`src/rtl/irq_coal_pkg.sv`:
```
package irq_coal_pkg;
  typedef struct packed {
    logic thrWr;      // store new threshold and reload countdown
    logic cntReload;  // reload countdown from stored threshold
    logic cntDec;     // decrement countdown
    logic tmrClr;     // clear prescaler and unit counter
    logic tmrRun;     // advance prescaler (and units on wrap)
  } coalStrobe_t;
endpackage

```
`src/rtl/irq_coal_dp.sv`:
```
module irq_coal_dp
  import irq_coal_pkg::*;
#(
  parameter int THR_W    = 8,
  parameter int DLY_W    = 8,
  parameter int PRESCALE = 125
) (
  input  logic             clk,
  input  logic             rstN,
  input  coalStrobe_t      strb,
  input  logic [THR_W-1:0] threshIn,
  input  logic [DLY_W-1:0] delayIn,
  output logic             cntAtOne,
  output logic             preAtTop,
  output logic             unitHit
);
  localparam int PRE_W = $clog2(PRESCALE);
  localparam logic [PRE_W-1:0] PRE_TOP = PRE_W'(PRESCALE - 1);

  logic [THR_W-1:0] thrReg;
  logic [THR_W-1:0] cnt;
  logic [PRE_W-1:0] pre;
  logic [DLY_W-1:0] units;

  always_ff @(posedge clk or negedge rstN) begin
    if (!rstN) begin
      thrReg <= THR_W'(1);
      cnt    <= THR_W'(1);
    end else if (strb.thrWr) begin
      thrReg <= threshIn;
      cnt    <= threshIn;
    end else if (strb.cntReload) begin
      cnt <= thrReg;
    end else if (strb.cntDec) begin
      cnt <= cnt - 1'b1;
    end
  end

  always_ff @(posedge clk or negedge rstN) begin
    if (!rstN) begin
      pre   <= '0;
      units <= '0;
    end else if (strb.tmrClr) begin
      pre   <= '0;
      units <= '0;
    end else if (strb.tmrRun) begin
      if (preAtTop) begin
        pre   <= '0;
        units <= units + 1'b1;
      end else begin
        pre <= pre + 1'b1;
      end
    end
  end

  assign cntAtOne = (cnt == THR_W'(1));
  assign preAtTop = (pre == PRE_TOP);
  assign unitHit  = (({1'b0, units} + 1'b1) == {1'b0, delayIn});

  AST_THR_NONZERO: assert property (@(posedge clk) disable iff (!rstN)
    thrReg != '0);
  AST_CNT_BOUNDS: assert property (@(posedge clk) disable iff (!rstN)
    (cnt != '0) && (cnt <= thrReg));
  AST_PRE_RANGE: assert property (@(posedge clk) disable iff (!rstN)
    pre <= PRE_TOP);
endmodule

```
`src/rtl/irq_coal_ctrl.sv`:
```
module irq_coal_ctrl
  import irq_coal_pkg::*;
#(
  parameter int THR_W = 8,
  parameter int DLY_W = 8
) (
  input  logic             clk,
  input  logic             rstN,
  input  logic             cmplEvt,
  input  logic             pktStart,
  input  logic             pktEnd,
  input  logic             thrWrite,
  input  logic [THR_W-1:0] threshIn,
  input  logic [DLY_W-1:0] delayIn,
  input  logic             cntAtOne,
  input  logic             preAtTop,
  input  logic             unitHit,
  output coalStrobe_t      strb,
  output logic             cmplIrq,
  output logic             dlyIrq
);
  logic thrOk;
  logic delayOn;
  logic pktAny;
  logic armed;
  logic timeout;

  assign thrOk   = thrWrite && (threshIn != '0);
  assign delayOn = (delayIn != '0);
  assign pktAny  = pktStart || pktEnd;
  assign timeout = armed && delayOn && !pktAny && preAtTop && unitHit;

  always_comb begin
    strb           = '0;
    strb.thrWr     = thrOk;
    strb.cntReload = !thrOk && cmplEvt && cntAtOne;
    strb.cntDec    = !thrOk && cmplEvt && !cntAtOne;
    strb.tmrClr    = pktAny || timeout || !armed || !delayOn;
    strb.tmrRun    = armed && delayOn && !pktAny && !timeout;
  end

  always_ff @(posedge clk or negedge rstN) begin
    if (!rstN) begin
      armed   <= 1'b0;
      cmplIrq <= 1'b0;
      dlyIrq  <= 1'b0;
    end else begin
      cmplIrq <= strb.cntReload;
      dlyIrq  <= timeout;
      if (!delayOn)      armed <= 1'b0;
      else if (pktEnd)   armed <= 1'b1;
      else if (pktStart) armed <= 1'b0;
      else if (timeout)  armed <= 1'b0;
    end
  end

  AST_CMPL_CAUSE: assert property (@(posedge clk) disable iff (!rstN)
    cmplIrq |-> $past(cmplEvt));
  AST_WRITE_SWALLOWS: assert property (@(posedge clk) disable iff (!rstN)
    cmplIrq |-> !$past(thrWrite && (threshIn != '0)));
  AST_DLY_ENABLED: assert property (@(posedge clk) disable iff (!rstN)
    dlyIrq |-> ($past(delayIn) != '0));
  AST_DLY_DISARMS: assert property (@(posedge clk) disable iff (!rstN)
    dlyIrq |-> !armed);
  AST_DLY_NO_PKT: assert property (@(posedge clk) disable iff (!rstN)
    dlyIrq |-> !$past(pktStart || pktEnd));
endmodule

```
`src/rtl/irq_coalesce.sv`:
```
module irq_coalesce
  import irq_coal_pkg::*;
#(
  parameter int THR_W    = 8,
  parameter int DLY_W    = 8,
  parameter int PRESCALE = 125
) (
  input  logic             clk,
  input  logic             rstN,
  input  logic             cmplEvt,
  input  logic             pktStart,
  input  logic             pktEnd,
  input  logic             thrWrite,
  input  logic [THR_W-1:0] threshIn,
  input  logic [DLY_W-1:0] delayIn,
  output logic             cmplIrq,
  output logic             dlyIrq
);
  coalStrobe_t strb;
  logic cntAtOne;
  logic preAtTop;
  logic unitHit;

  irq_coal_ctrl #(.THR_W(THR_W), .DLY_W(DLY_W)) u_ctrl (
    .clk(clk), .rstN(rstN), .cmplEvt(cmplEvt), .pktStart(pktStart),
    .pktEnd(pktEnd), .thrWrite(thrWrite), .threshIn(threshIn),
    .delayIn(delayIn), .cntAtOne(cntAtOne), .preAtTop(preAtTop),
    .unitHit(unitHit), .strb(strb), .cmplIrq(cmplIrq), .dlyIrq(dlyIrq)
  );

  irq_coal_dp #(.THR_W(THR_W), .DLY_W(DLY_W), .PRESCALE(PRESCALE)) u_dp (
    .clk(clk), .rstN(rstN), .strb(strb), .threshIn(threshIn),
    .delayIn(delayIn), .cntAtOne(cntAtOne), .preAtTop(preAtTop),
    .unitHit(unitHit)
  );
endmodule

```
`config.mk`:
```
export PLATFORM = sky130hd
export DESIGN_NAME = irq_coalesce
export DESIGN_NICKNAME = d
export VERILOG_FILES = /design/src/rtl/irq_coal_pkg.sv /design/src/rtl/irq_coal_dp.sv /design/src/rtl/irq_coal_ctrl.sv /design/src/rtl/irq_coalesce.sv
export SDC_FILE = /design/constraint.sdc
export NUM_CORES = 1
export LEC_CHECK = 0
export ABC_AREA = 1
export BUFFER_PORTS_ARGS = -buffer_cell sky130_fd_sc_hd__buf_2
export CORE_UTILIZATION = 33
export DETAILED_ROUTE_END_ITERATION = 10
export SLEW_MARGIN = 30
export SYNTH_ARGS = -nofsm -noshare
export SYNTH_HDL_FRONTEND = slang
export SYNTH_HIERARCHICAL = 1
export SYNTH_SLANG_ARGS = --single-unit
```
`constraint.sdc`:
```
create_clock -name clk -period 2.33 [get_ports clk]
set_input_delay 0.233 -clock clk [delete_from_list [all_inputs] [get_ports clk]]
set_output_delay 0.233 -clock clk [all_outputs]
set_load 0.1 [all_outputs]
```
==> key figures, run 1 <==
Power
  • PwrDens: 491 mW/mm^2
  • Internal power: 0.000960 W
  • Clock share of power: 0.336
  • Design Power: 0.00134 W
  • Comb pwr share: 0.176
  • Switching pwr: 0.000377 W
  • Max VDD drop: 0.277 mV
  • P_leak: 1.31 nW
  • Sw Share: 0.282
  • Flop pwr share: 0.488

CTS
  • Clock sink count: 34
  • Root buffer selected by CTS: clkbuf_8
  • CTS buffer count: 5
  • Hold_buf cts: 0
  • CTS tree: yes
  • Clock Tree Buf Depth: 2
  • H-tree levels: 2
  • Latest clock arrival within the worst-skew pair: 0.28 ns
  • Clk pin slew, worst setup/hold paths: 0.07 ns

Floorplan
  • Cell row count: 28
  • Chip height: 81.8 um
  • Die area: 0.00669 mm^2
  • Initial core utilization: 0.349
  • Top Ports: 24
  • Core area: 0.00603 mm^2
  • Die W: 81.8 um

Synthesis
  • Ys Warns: 6
  • Share of the synthesized area in the top cell type: 0.381
  • EDFF count, synth: 0
  • Post-synth top area cell: dfrtp_1
  • Syn Area/Cell: 7.40 um^2
  • Net Count, Synth: 311
  • Synthesized cell area: 0.00210 mm^2
  • Register area share after synthesis: 0.406
  • Synth Flop Type: dfrtp_1
  • Post-Synthesis Cells: 284
  • Ranking of synthesized cells by area: dfrtp_1, nand2_1, inv_1
  • Post-synth ARST share: 1.00
  • Library cells used by synthesis: 36
  • Synthesis-stage register bit count: 34

Timing
  • Final Hold Vio Count: 0
  • Worst-Margin Slew: 0.791 ns
  • Fin crit share: 1.02
  • Hold Worst Slack: 0.0281 ns
  • Final setup viols: 7
  • Clk_skew: 0.00595 ns
  • F_max: 420 MHz
  • Pins over their slew limit: 0
  • Worst setup margin: -0.0490 ns
  • Crit path time final: 2.38 ns
  • RSZ-0062 raised after global routing: true
  • Relative slew margins: 0.472

Global routing
  • Total gr overflow: 0
  • Initial antenna violation count: 0
  • GR Util All Layers: 0.157
  • Largest net degree at the start of global routing: 35
  • First-pass GRT wire length: 8000 um
  • Vias in the first global route: 1,769

Worst setup path
  • Arr. time, crit path: 2.55 ns
  • Worst Path Max Fanout: 5
  • CP delay by family, top: simple AND/OR/NAND/NOR gates
  • Required @ worst endpoint: 2.50 ns
  • Cell Chain, Critical Path: ha_4 -> nand2_4 -> nor2_4 -> nand2_2 -> nand2_2 -> nand3_1 -> nand2_1 -> nor2_2 -> nand2_1 -> nor2_2 -> nand2_1 -> nand2_2 -> nor2_4 -> inv_2 -> nor2_4 -> nor2_4 -> and3_4 -> a21oi_2 -> nor3_1
  • Slowest library cell on the worst path: dfrtp_1
  • Critical path depth: 19
  • Largest stage delay, worst path: 0.41 ns
  • Number of buffers and inverters on the critical path: 1
  • Reg2reg path depth: 19
  • Reg2reg setup slack: -0.05 ns
  • CP Launch Type: flip-flop
  • Worst setup EP type: flip-flop
  • Type of the worst setup path: flip-flop to flip-flop
  • Cell mode on critical path: nor2_4

Outcome
  • Status: complete, but fails checks
  • Failing checks: setup timing

Cells and area
  • Commonest non-fill, non-tap cell in the layout: nand2_1
  • Share of layout cells above drive strength 1: 0.322
  • Most frequent cells in the layout: nand2_1, inv_1, dfrtp_1, nor2_1, buf_2
  • N_diodes: 0
  • Area grow syn2layout: 29.6%
  • Filler cells: 616
  • Final Net Count: 358
  • Fin cells: 407

Drt
  • Via Count: 1,973
  • WL/cell: 12.4 um
  • Final ANT Viol Nets: 0
  • DR iter-0 viols: 108
  • Vias per cell: 4.85
  • WL final: 5070 um
  • DRT Pass-1 Iters: 5
  • DRC: 0

Placement
  • Buffers on Ports: 23
  • Dpl hpwl: 3510 um
  • Placer's final routability congestion estimate: 0.877
  • Placed cell count: 388

Flow run
  • MaxCap Viol Count: 0

Hold path
  • Worst Hold Class: primary input to async pin
power groups by stage:
stage	sequential, W	clock, W	combinational [W]
2_1_floorplan	0.000657	0	0.000148
3_3_place_gp	0.000663	0	0.000214
3_5_place_dp	0.000663	0	0.000216
4_1_cts	0.000652	0.000472	0.000221
5_1_grt	0.000657	0.000493	0.000270
6_report	0.000652	0.000449	0.000236
final timing paths:
path | from | endpoint
max in group asynchronous | rstN | u_dp/thrReg[2]
min in group clk | threshIn[6] | u_dp/thrReg[6]
worst min-delay path | rstN | u_dp/units[7]
worst max-delay path | u_dp/units[1] | u_dp/pre[6]
worst min register to register | u_dp/thrReg[2] | u_dp/thrReg[2]
worst max register to register | u_dp/units[1] | u_dp/pre[6]
kinds of logic after synthesis:
| logic type | share of synthesized area |
|---|---|
| simple gates | 0.326 |
| buf+inv | 0.0929 |
| compound gates | 0.120 |
| fa+ha+maj | 0.0298 |
| xor+xnor | 0.0250 |
| flops | 0.406 |
cells in the mapped netlist (all sizes together), types with 3 or more instances:
cell type  instances
a21oi             16
dfrtp             32
nand2             76
nand3             20
nand4              4
inv               46
o21ai             15
ha                 5
o22ai              5
xor2               3
nor2              36
xnor2              3
nor3               3
a22oi              5
final cells by class:
type / instances / area (um^2) / area share
well taps: 75 / 93.8 / 0.0345
flip-flops and latches: 34 / 853 / 0.313
repair buffers: 44 / 280 / 0.103
inverters: 46 / 180 / 0.0662
clock buffers: 8 / 90.1 / 0.0331
multi-input cells: 200 / 1220 / 0.450
through the flow:
stage / utilization / area (um^2) / setup TNS (ns) / setup slack (ns)
global placement: 0.393 / 2370 / -0.221 / -0.0435
floorplan: - / 2100 / 0 / 0.0242
CTS: 0.411 / 2470 / 0 / 0.00865
global route: 0.452 / 2720 / -2.30 / -0.198
finish: 0.452 / 2720 / -0.163 / -0.0490
detailed placement: 0.393 / 2370 / -0.655 / -0.0940
repair_timing:
item                       CTS  global route
gates resized for setup      6            39
buffers inserted             0            11
setup endpoints to repair   15            15
pin swaps                    0            11
cloned                       0             0
state kept, by name (all words and copies together) (netlist names):
signal and count:
u_dp/pre 7, u_dp/cnt 8, u_dp/units 8, u_ctrl/cmplIrq 1
u_ctrl/dlyIrq 1, u_dp/thrReg 8, u_ctrl/armed 1
metal layers:
layer,up-vias,global-route usage,wire length (um)
met4,0,0.0632,78
li1,1002,-,-
met3,6,0.0300,144
met1,921,0.205,2340
met2,44,0.253,2500
met5,-,0,0
Power figures use the tool's default switching activity.
==> run 2, diff against run 1 <==
- CORE_ASPECT_RATIO: not set -> 1.1
==> key figures, run 2 (same netlist as run 1, synthesis figures left out) <==
Placement
  • Buffers on Ports: 23
  • Dpl hpwl: 3410 um
  • Placer's final routability congestion estimate: 0.878

Worst setup path
  • Slowest library cell on the worst path: dfrtp_1
  • Worst setup EP type: flip-flop
  • Arr. time, crit path: 2.53 ns
  • Largest stage delay, worst path: 0.40 ns
  • Type of the worst setup path: flip-flop to flip-flop
  • Required @ worst endpoint: 2.50 ns
  • Cell mode on critical path: nand2_1
  • Number of buffers and inverters on the critical path: 2
  • Cell Chain, Critical Path: ha_4 -> nand2_4 -> nor2_4 -> nand2_1 -> nand2_2 -> nand3_1 -> nand2_1 -> nor2_2 -> nand2_1 -> nor2_2 -> nand2_1 -> nand2_2 -> nor2_4 -> inv_2 -> nor2_4 -> nor2_2 -> buf_4 -> a21oi_1 -> nor3_1
  • Worst Path Max Fanout: 4
  • CP Launch Type: flip-flop
  • CP delay by family, top: simple AND/OR/NAND/NOR gates

Floorplan
  • Initial core utilization: 0.341
  • Top Ports: 24
  • Cell row count: 30
  • Chip height: 85.7 um
  • Die area: 0.00669 mm^2
  • Die W: 78.1 um
  • Core area: 0.00616 mm^2

Global routing
  • First-pass GRT wire length: 8090 um
  • Initial antenna violation count: 0
  • Total gr overflow: 0
  • Vias in the first global route: 1,822
  • GR Util All Layers: 0.154
  • Largest net degree at the start of global routing: 35

Power
  • Sw Share: 0.271
  • PwrDens: 538 mW/mm^2
  • Clock share of power: 0.378
  • Max VDD drop: 0.284 mV
  • Switching pwr: 0.000386 W
  • Comb pwr share: 0.163
  • Internal power: 0.00104 W
  • P_leak: 1.26 nW
  • Flop pwr share: 0.458

CTS
  • CTS buffer count: 5
  • Latest clock arrival within the worst-skew pair: 0.29 ns
  • H-tree levels: 2
  • Clock Tree Buf Depth: 2
  • Root buffer selected by CTS: clkbuf_8
  • Clock sink count: 34
  • Clk pin slew, worst setup/hold paths: 0.07 ns
  • CTS tree: yes

Timing
  • Hold Worst Slack: 0.0125 ns
  • Worst setup margin: -0.0274 ns
  • Pins over their slew limit: 0
  • F_max: 424 MHz
  • Crit path time final: 2.36 ns
  • RSZ-0062 raised after global routing: true
  • Worst-Margin Slew: 0.768 ns
  • Final Hold Vio Count: 0
  • Clk_skew: 0.00406 ns
  • Fin crit share: 1.01
  • Relative slew margins: 0.488
  • Final setup viols: 3

Cells and area
  • Area grow syn2layout: 25.8%
  • Biggest regs: u_dp/cnt x8, u_dp/thrReg x8, u_dp/units x8
  • Final Net Count: 349
  • Share of layout cells above drive strength 1: 0.279
  • Commonest non-fill, non-tap cell in the layout: nand2_1
  • Filler cells: 640
  • N_diodes: 0
  • Most frequent cells in the layout: nand2_1, inv_1, dfrtp_1, nor2_1, buf_2
  • Final design utilization: 0.429

Drt
  • Final ANT Viol Nets: 0
  • WL final: 4830 um
  • Vias per cell: 4.76
  • Via Count: 1,918
  • WL/cell: 12.0 um
  • DRT Pass-1 Iters: 4
  • DR iter-0 viols: 134
  • DRC: 0

Outcome
  • Status: complete, but fails checks
  • Failing checks: setup timing

Flow run
  • MaxCap Viol Count: 0

Hold path
  • Worst Hold Class: primary input to async pin
[run 2: cell types whose count changed in the layout (fill, tap and decap cells not counted), moves of 2 or more]
cell / previous run / this run
nand2_1: 62 / 66
xnor2_2: 2 / 0
buf_4: 19 / 9
inv_4: 0 / 2
nand2_2: 12 / 8
xnor2_1: 1 / 3
[run 2: worst paths after layout]
kind	from	to	slack, ns	depth (start not counted)
setup / recovery	u_dp/units[1]	u_dp/pre[4]	-0.03	19
hold / removal	rstN	u_ctrl/cmplIrq	0.01	1
setup reg to reg	u_dp/units[1]	u_dp/pre[4]	-0.03	19
hold reg to reg	u_dp/thrReg[4]	u_dp/thrReg[4]	0.48	2
max in group asynchronous	rstN	u_dp/thrReg[7]	1.82	1
min in group clk	threshIn[4]	u_dp/thrReg[4]	0.19	3
[run 2: through the flow]
stage / power, W / cells / TNS [ns] / setup slack (ns) / cell area, um^2
finish: 0.00142 / 403 / -0.0528 / -0.0274 / 2640
global placement: 0.000878 / 391 / 0 / 0.0200 / 2360
detailed placement: 0.000881 / 391 / -0.0132 / -0.0132 / 2360
CTS: 0.00143 / 399 / -0.0160 / -0.0160 / 2470
global route: 0.00151 / 403 / -2.25 / -0.230 / 2640
floorplan: 0.000806 / 284 / 0 / 0.0242 / 2100
[run 2: repair_timing]
item                                    CTS  global route
pin swaps                                 0             9
hold buffers                              0             0
setup buffers                             0             3
gates resized for setup                   1            37
endpoints found under the setup margin    8            15
gates cloned                              0             1
[run 2: cell type report]
cell class              count  area (um^2)  area share
clock buffers               7         76.3      0.0289
clock inverters             1         30.0      0.0114
inverters                  46          183      0.0691
well taps                  80          100      0.0379
repair buffers             34          205      0.0777
multi-input cells         200         1190       0.450
flip-flops and latches     34          853       0.323
repair inverters            1         6.26     0.00237
[run 2: layer usage]
metal | routed length, um | vias to the layer above | global-route usage
met5 | 0 | - | 0
met4 | 48 | 0 | 0.0572
met3 | 166 | 4 | 0.0319
met2 | 2410 | 38 | 0.249
met1 | 2210 | 895 | 0.203
li1 | - | 981 | -
[run 2: power groups by stage]
stage          Sequential, W  Combinational, W  Clock, W
3_3_place_gp        0.000662          0.000215         0
6_report            0.000652          0.000232  0.000538
3_5_place_dp        0.000663          0.000218         0
5_1_grt             0.000657          0.000270  0.000582
4_1_cts             0.000651          0.000220  0.000556
2_1_floorplan       0.000657          0.000148         0
